### src/rtl/scsi_dma_pkg.sv
`timescale 1ns/1ps
package scsi_dma_pkg;
  localparam int NREG = 8;
  localparam int IW   = $clog2(NREG);

  // register indices (software-visible order)
  localparam int RI_CMD  = 0;
  localparam int RI_SCNT = 1;
  localparam int RI_SADR = 2;
  localparam int RI_WCNT = 3;
  localparam int RI_WADR = 4;
  localparam int RI_STAT = 5;
  localparam int RI_SDSC = 6;
  localparam int RI_WDSC = 7;

  // command word fields
  localparam int CB_DIR = 7;
  typedef enum logic [1:0] {
    OP_IDLE   = 2'd0,
    OP_FLUSH  = 2'd1,
    OP_CANCEL = 2'd2,
    OP_GO     = 2'd3
  } dma_op_e;

  // status bit positions
  localparam int SB_PDN  = 0;
  localparam int SB_ERR  = 1;
  localparam int SB_ABT  = 2;
  localparam int SB_DONE = 3;
  localparam int SB_IRQ  = 4;
  localparam int SB_CMB  = 5;
endpackage

### src/rtl/dma_cmd_ctl.sv
`timescale 1ns/1ps
module dma_cmd_ctl
  import scsi_dma_pkg::*;
#(
  parameter int DW = 32
) (
  input  logic          clk,
  input  logic          rst_n,
  input  logic          cmd_wr,
  input  logic [DW-1:0] wdata,
  output logic [DW-1:0] cmd_q,
  output logic          start_p,
  output logic          dma_en,
  output logic          abort_o
);
  dma_op_e op;
  logic    idle_p;
  logic    cancel_p;
  logic    en_q;

  assign op       = dma_op_e'(wdata[1:0]);
  assign start_p  = cmd_wr && (op == OP_GO);
  assign idle_p   = cmd_wr && (op == OP_IDLE);
  assign cancel_p = cmd_wr && (op == OP_CANCEL);

  always_ff @(posedge clk) begin
    if (!rst_n) begin
      cmd_q   <= '0;
      en_q    <= 1'b0;
      abort_o <= 1'b0;
    end else begin
      if (cmd_wr) cmd_q <= wdata;
      if (start_p) en_q <= 1'b1;
      else if (idle_p) en_q <= 1'b0;
      abort_o <= cancel_p;
    end
  end

  // idle takes effect combinationally in the write cycle
  assign dma_en = en_q && !idle_p;
endmodule

### src/rtl/dma_stat_reg.sv
`timescale 1ns/1ps
module dma_stat_reg
  import scsi_dma_pkg::*;
#(
  parameter int DW = 32
) (
  input  logic          clk,
  input  logic          rst_n,
  input  logic          start_p,
  input  logic          done_p,
  input  logic          wr_stat,
  input  logic          rd_stat,
  input  logic          clr_on_rd,
  input  logic [DW-1:0] wdata,
  input  logic          scsi_irq,
  output logic [DW-1:0] view
);
  localparam logic [DW-1:0] CLR_MASK =
    DW'((1 << SB_ERR) | (1 << SB_ABT) | (1 << SB_DONE));
  localparam logic [DW-1:0] GO_MASK =
    DW'((1 << SB_PDN) | (1 << SB_ERR) | (1 << SB_ABT) |
        (1 << SB_DONE) | (1 << SB_IRQ) | (1 << SB_CMB));
  localparam logic [DW-1:0] IRQ_BIT = DW'(1 << SB_IRQ);
  localparam logic [DW-1:0] DONE_BIT = DW'(1 << SB_DONE);

  logic [DW-1:0] stat_q;
  logic [DW-1:0] stat_d;

  always_comb begin
    stat_d = stat_q;
    if (start_p)
      stat_d = stat_d & ~GO_MASK;
    else if (wr_stat && !clr_on_rd)
      stat_d = stat_d & ~(wdata & CLR_MASK);
    if (rd_stat && clr_on_rd)
      stat_d = stat_d & ~CLR_MASK;
    if (done_p)
      stat_d = stat_d | DONE_BIT;
    stat_d = stat_d & ~IRQ_BIT;
  end

  always_ff @(posedge clk) begin
    if (!rst_n) stat_q <= '0;
    else        stat_q <= stat_d;
  end

  assign view = stat_q | (scsi_irq ? IRQ_BIT : '0);
endmodule

### src/rtl/dma_burst_ctl.sv
`timescale 1ns/1ps
module dma_burst_ctl #(
  parameter int DW = 32,
  parameter int LW = 16
) (
  input  logic          valid,
  input  logic          ready,
  input  logic          dir,
  input  logic [LW-1:0] len,
  input  logic          cmd_dir,
  input  logic [DW-1:0] wcnt,
  output logic          take,
  output logic [LW-1:0] grant
);
  logic [DW-1:0] len_ext;
  logic [LW-1:0] clamp;

  assign len_ext = {{(DW-LW){1'b0}}, len};
  assign take    = valid && ready && (dir == cmd_dir);
  assign clamp   = (len_ext > wcnt) ? wcnt[LW-1:0] : len;
  assign grant   = take ? clamp : '0;
endmodule

### src/rtl/scsi_dma_chan.sv
`timescale 1ns/1ps
module scsi_dma_chan
  import scsi_dma_pkg::*;
#(
  parameter int DW = 32,
  parameter int LW = 16
) (
  input  logic          clk,
  input  logic          rst_n,
  input  logic          reg_wr,
  input  logic          reg_rd,
  input  logic [IW-1:0] reg_idx,
  input  logic [DW-1:0] reg_wdata,
  output logic [DW-1:0] reg_rdata,
  input  logic          stat_clr_rd,
  input  logic          scsi_irq,
  input  logic          brst_valid,
  output logic          brst_ready,
  input  logic          brst_dir,
  input  logic [LW-1:0] brst_len,
  output logic [LW-1:0] brst_grant,
  input  logic          cmd_done,
  output logic          dma_en,
  output logic          abort_o
);
  localparam logic [DW-1:0] WADR_RST = '1;
  localparam logic [DW-1:0] WDSC_RST = ~DW'(2);

  logic [NREG-1:0] wsel;
  logic [DW-1:0]   cmd_q, stat_view;
  logic [DW-1:0]   scnt_q, sadr_q, sdsc_q;
  logic [DW-1:0]   wcnt_q, wadr_q, wdsc_q;
  logic            start_p, take;
  logic [DW-1:0]   grant_ext;
  logic [DW-1:0]   rbank [NREG];

  genvar g;
  generate
    for (g = 0; g < NREG; g++) begin : g_wsel
      assign wsel[g] = reg_wr && (reg_idx == IW'(g));
    end
  endgenerate

  dma_cmd_ctl #(.DW(DW)) u_cmd (
    .clk    (clk),
    .rst_n  (rst_n),
    .cmd_wr (wsel[RI_CMD]),
    .wdata  (reg_wdata),
    .cmd_q  (cmd_q),
    .start_p(start_p),
    .dma_en (dma_en),
    .abort_o(abort_o)
  );

  dma_stat_reg #(.DW(DW)) u_stat (
    .clk      (clk),
    .rst_n    (rst_n),
    .start_p  (start_p),
    .done_p   (cmd_done),
    .wr_stat  (wsel[RI_STAT]),
    .rd_stat  (reg_rd && (reg_idx == IW'(RI_STAT))),
    .clr_on_rd(stat_clr_rd),
    .wdata    (reg_wdata),
    .scsi_irq (scsi_irq),
    .view     (stat_view)
  );

  assign brst_ready = dma_en && !wsel[RI_CMD];

  dma_burst_ctl #(.DW(DW), .LW(LW)) u_brst (
    .valid  (brst_valid),
    .ready  (brst_ready),
    .dir    (brst_dir),
    .len    (brst_len),
    .cmd_dir(cmd_q[CB_DIR]),
    .wcnt   (wcnt_q),
    .take   (take),
    .grant  (brst_grant)
  );

  assign grant_ext = {{(DW-LW){1'b0}}, brst_grant};

  always_ff @(posedge clk) begin
    if (!rst_n) begin
      scnt_q <= '0;
      sadr_q <= '0;
      sdsc_q <= '0;
      wcnt_q <= '0;
      wadr_q <= WADR_RST;
      wdsc_q <= WDSC_RST;
    end else begin
      if (wsel[RI_SCNT]) scnt_q <= reg_wdata;
      if (wsel[RI_SADR]) sadr_q <= reg_wdata;
      if (wsel[RI_SDSC]) sdsc_q <= reg_wdata;

      if (cmd_done)     wcnt_q <= '0;
      else if (start_p) wcnt_q <= scnt_q;
      else if (take)    wcnt_q <= wcnt_q - grant_ext;

      if (start_p)      wadr_q <= sadr_q;
      else if (take)    wadr_q <= wadr_q + grant_ext;

      if (start_p)      wdsc_q <= sdsc_q;
    end
  end

  assign rbank[RI_CMD]  = cmd_q;
  assign rbank[RI_SCNT] = scnt_q;
  assign rbank[RI_SADR] = sadr_q;
  assign rbank[RI_WCNT] = wcnt_q;
  assign rbank[RI_WADR] = wadr_q;
  assign rbank[RI_STAT] = stat_view;
  assign rbank[RI_SDSC] = sdsc_q;
  assign rbank[RI_WDSC] = wdsc_q;

  assign reg_rdata = rbank[reg_idx];
endmodule

### config.mk
export PLATFORM = sky130hd
export DESIGN_NAME = scsi_dma_chan
export DESIGN_NICKNAME = d
export VERILOG_FILES = /design/src/rtl/scsi_dma_pkg.sv /design/src/rtl/dma_cmd_ctl.sv /design/src/rtl/dma_stat_reg.sv /design/src/rtl/dma_burst_ctl.sv /design/src/rtl/scsi_dma_chan.sv
export SDC_FILE = /design/constraint.sdc
export NUM_CORES = 1
export LEC_CHECK = 0
export ABC_AREA = 0
export BUFFER_PORTS_ARGS = -buffer_cell sky130_fd_sc_hd__buf_2
export CAP_MARGIN = 20
export CORE_MARGIN = 1
export CORE_UTILIZATION = 35
export CTS_CLUSTER_SIZE = 10
export DETAILED_ROUTE_END_ITERATION = 7
export PLACE_DENSITY = 0.55
export SLEW_MARGIN = 20
export SYNTH_ARGS = -nofsm -noshare
export SYNTH_HDL_FRONTEND = slang
export SYNTH_HIERARCHICAL = 1
export SYNTH_SLANG_ARGS = --single-unit
### constraint.sdc
create_clock -name clk -period 8.78 [get_ports clk]
set_input_delay 1.756 -clock clk [delete_from_list [all_inputs] [get_ports clk]]
set_output_delay 1.756 -clock clk [all_outputs]
set_load 0.05 [all_outputs]
==> reports/metrics.cfg <==
[clock_tree]
clk-insertion-delay-late_ps = 570
post_cts_buffers = 0
clock-sinks = 229
clk_pin_slew_ps = 60
cts_tree = yes
htree_levels = 1
ctsResizeCount = 0
cts-root-buf = clkbuf_16
hold_buffers = 0
clockBufferDepth = 3
cts_buffers = 28

[final_layout]
design_area_mm2 = 0.0152
seqCellArea_mm2 = 0.00458
diodes = 0
area_growth_syn_to_layout_pct = 11.8
fill_cells = 3881
drive_above_1_share_pct = 18.5
multi_input_area_mm2 = 0.00833
nets = 1727

[synthesis]
yosys.area_share.simple_pct = 16.9
synthAdderAreaFrac_pct = 4.70
synth_cells = 1557
synth_compound_area_share_pct = 16.9
ys.flop_type = dfxtp_1
ys_async_sr_fraction_pct = 0
synthMuxAreaShare_pct = 18.6
yosys_warnings = 6
syn_area_mm2 = 0.0136
synth_edf_count = 0
synth-seq-cells = 229
synth_cell_types = 84
syn_avg_cell_area_um2 = 8.76
ys_seq_area_share_pct = 33.6
synth_xor_area_share_pct = 3.02
synth_top_family_by_area = multiplexers

[placement]
dp_hpwl_um = 31200
gp_congestion = 0.969
io_buffers = 110
placed_area_mm2 = 0.0145

[routing]
vias = 11800
remaining_drc_errors = 0
drt_iter0_drc = 980
wl_per_cell_um = 21.2
first_pass_iters = 7
wirelength_um = 45200
ant_nets = 0
viasPerCell = 5.51

[timing]
finalSetupViolations = 0
fin_crit_ps = 6670
skew_ps = 17.4
period_share_pct = 75.9
max_freq_ghz = 0.150
tns_ps = 0
rsz0062_at_grt = false
drv_slew = 0
worstMarginPinSlew_ps = 1040
hold_violations = 0
slew_headroom_pct = 30.4

[die]
start_util_pct = 35.9
die_h_um = 199
core_mm2 = 0.0380
placementRows = 71
die_area_mm2 = 0.0398
dieWidth_um = 199
num_io_pins = 111

[global_routing]
grt_first_pass_wirelength_um = 69700
grt_overflow_total = 0
track_usage_pct = 23.0
grt_pass1_vias = 11300
grt_antenna_before_repair = 0
grt_max_degree = 53

[min_path]
worstHoldStart = sdsc_q[7]$_SDFFE_PN0P_
min_to = sdsc_q[7]$_SDFFE_PN0P_
hold_path_class = reg2reg
holdPathStages = 2

[setup_path]
arrival_ps = 4910
startpoint_type = input pin
endpoint_kind = output port
r2r-end = wadr_q[17]$_SDFFE_PN1P_
worstPathMaxFanout = 27
regToRegSetupSlack_ps = 2960
worst-setup-path-type = in2out
rr_startpoint = wcnt_q[14]$_SDFFE_PP0P_
r2r_cells = 15
cp.required_ps = 7020

[run_status]
outcome = complete, no violations

[job]
maxCapViolations = 0

[power_and_ir_drop]
power.static_leakage_nw = 5.48
ir_worst_vdd_mv = 0.126
power_mw = 2.42
pwr_density_cell_mw_per_mm2 = 159

## cell usage in the layout, fill, tap and decap left out, drive strengths merged, types with 6 or more instances in the layout
cell type | netlist | final
a211oi | 18 | 18
and3 | 10 | 10
mux2 | 33 | 33
o21ai | 61 | 61
nor2b | 39 | 39
a21oi | 206 | 206
clkbuf | 77 | 33
dfxtp | 229 | 229
a21boi | 6 | 6
conb | 1 | 28
nor4 | 6 | 6
xor2 | 18 | 18
xnor2 | 29 | 29
nand2 | 285 | 285
o21a | 10 | 10
a21o | 9 | 9
nand4 | 11 | 11
mux4 | 64 | 64
nand3 | 33 | 33
mux2i | 72 | 72
a311oi | 7 | 7
or3 | 8 | 8
nor3 | 11 | 11
ha | 48 | 48
a31oi | 13 | 13
nor2 | 70 | 70
buf | 53 | 133
inv | 47 | 46
## layout make-up
cell class              count  area share [%]
multi-input cells        1178            54.6
flip-flops and latches    229            30.1
clock inverters             5           0.254
clock buffers              33            4.85
well taps                 511            4.19
inverters                  47            1.17
repair buffers            133            4.82
## cells by family (layout without fill, tap and decap cells)
kind of cell | count (synthesis) | count (layout)
buffers and inverters | 177 | 218
AO/OA/AOI/OAI | 378 | 378
multiplexers | 169 | 169
XOR/XNOR | 47 | 47
AND/OR/NAND/NOR | 506 | 506
flip-flops | 229 | 229
adder cells (fa/ha/maj) | 50 | 50
other | 1 | 28
## how the worst max path moves through the flow
stage / startpoint / endpoint / slack, ps / cells after the start
after floorplan: reg_idx[0] / wadr_q[30]$_SDFFE_PN1P_ / 590 / 19
after global placement: reg_idx[1] / wadr_q[31]$_SDFFE_PN1P_ / 1960 / 16
after CTS: reg_idx[1] / brst_grant[1] / 2170 / 9
after global routing: reg_idx[1] / brst_grant[1] / 1910 / 9
after detailed placement: reg_idx[1] / wadr_q[17]$_SDFFE_PN1P_ / 1850 / 16
final: reg_idx[1] / brst_grant[1] / 2110 / 9
## report_power, final
group / leakage (nW) / switching [mW] / internal [mW]
Sequential: 1.85 / 0.0159 / 1.06
Clock: 0.382 / 0.452 / 0.586
Combinational: 3.25 / 0.198 / 0.108
Total: 5.48 / 0.665 / 1.75
## per-layer routing
layer	part of all wire, %	up-vias	GRT usage, %	wire, um
li1	-	5617	-	-
met1	48	5743	33.3	21500
met2	45	355	36.2	20200
met3	6.4	45	3.59	2890
met4	1.3	0	3.73	574
met5	0	-	0	0
## stage by stage
step / setup WS (ps) / hold WS [ps] / util, % / instances
final: 2110 / 466 / 40.1 / 2136
after global routing: 1910 / 486 / 40.1 / 2136
after CTS: 2170 / 469 / 40.1 / 2135
after detailed placement: 1850 / 455 / 38.0 / 2097
after global placement: 1960 / 447 / 38.0 / 2097
after floorplan: 595 / 436 / - / 1584
## cells in the mapped netlist (all sizes together) (4+ instances only)
library cell / count / share of area [%]
a2111oi: 5 / 0.33
a211oi: 18 / 0.99
a21boi: 6 / 0.36
a21o: 9 / 0.50
a21oi: 206 / 7.6
a311oi: 7 / 0.50
a31oi: 13 / 0.60
and2: 5 / 0.23
and3: 10 / 0.46
buf: 53 / 2.9
clkbuf: 77 / 2.1
dfxtp: 229 / 34
ha: 48 / 4.4
inv: 47 / 1.3
mux2: 33 / 2.7
mux2i: 72 / 5.3
mux4: 64 / 11
nand2: 285 / 7.9
nand2b: 4 / 0.18
nand3: 33 / 1.2
nand4: 11 / 0.55
nor2: 70 / 1.9
nor2b: 39 / 1.8
nor3: 11 / 0.40
nor3b: 5 / 0.31
nor4: 6 / 0.28
o211ai: 5 / 0.28
o21a: 10 / 0.55
o21ai: 61 / 2.5
o311ai: 4 / 0.37
o32ai: 5 / 0.32
or3: 8 / 0.37
xnor2: 29 / 1.9
xor2: 18 / 1.2
## critical path, cell delays in order
cell and delay (ps):
buf_4 390, nand2b_1 290, nor3_2 90, nor2b_4 160
a21boi_2 150, nor2b_1 280, nand3_1 580, a21oi_1 780
buf_2 390
## registers in the layout, indices dropped and copies added (netlist names), 3 cells and up
name / count
wdsc_q: 32
sadr_q: 32
scnt_q: 32
sdsc_q: 32
u_cmd/cmd_q: 32
u_stat/stat_q: 3
wadr_q: 32
wcnt_q: 32
No activity file was read; power rests on OpenSTA's default activity.
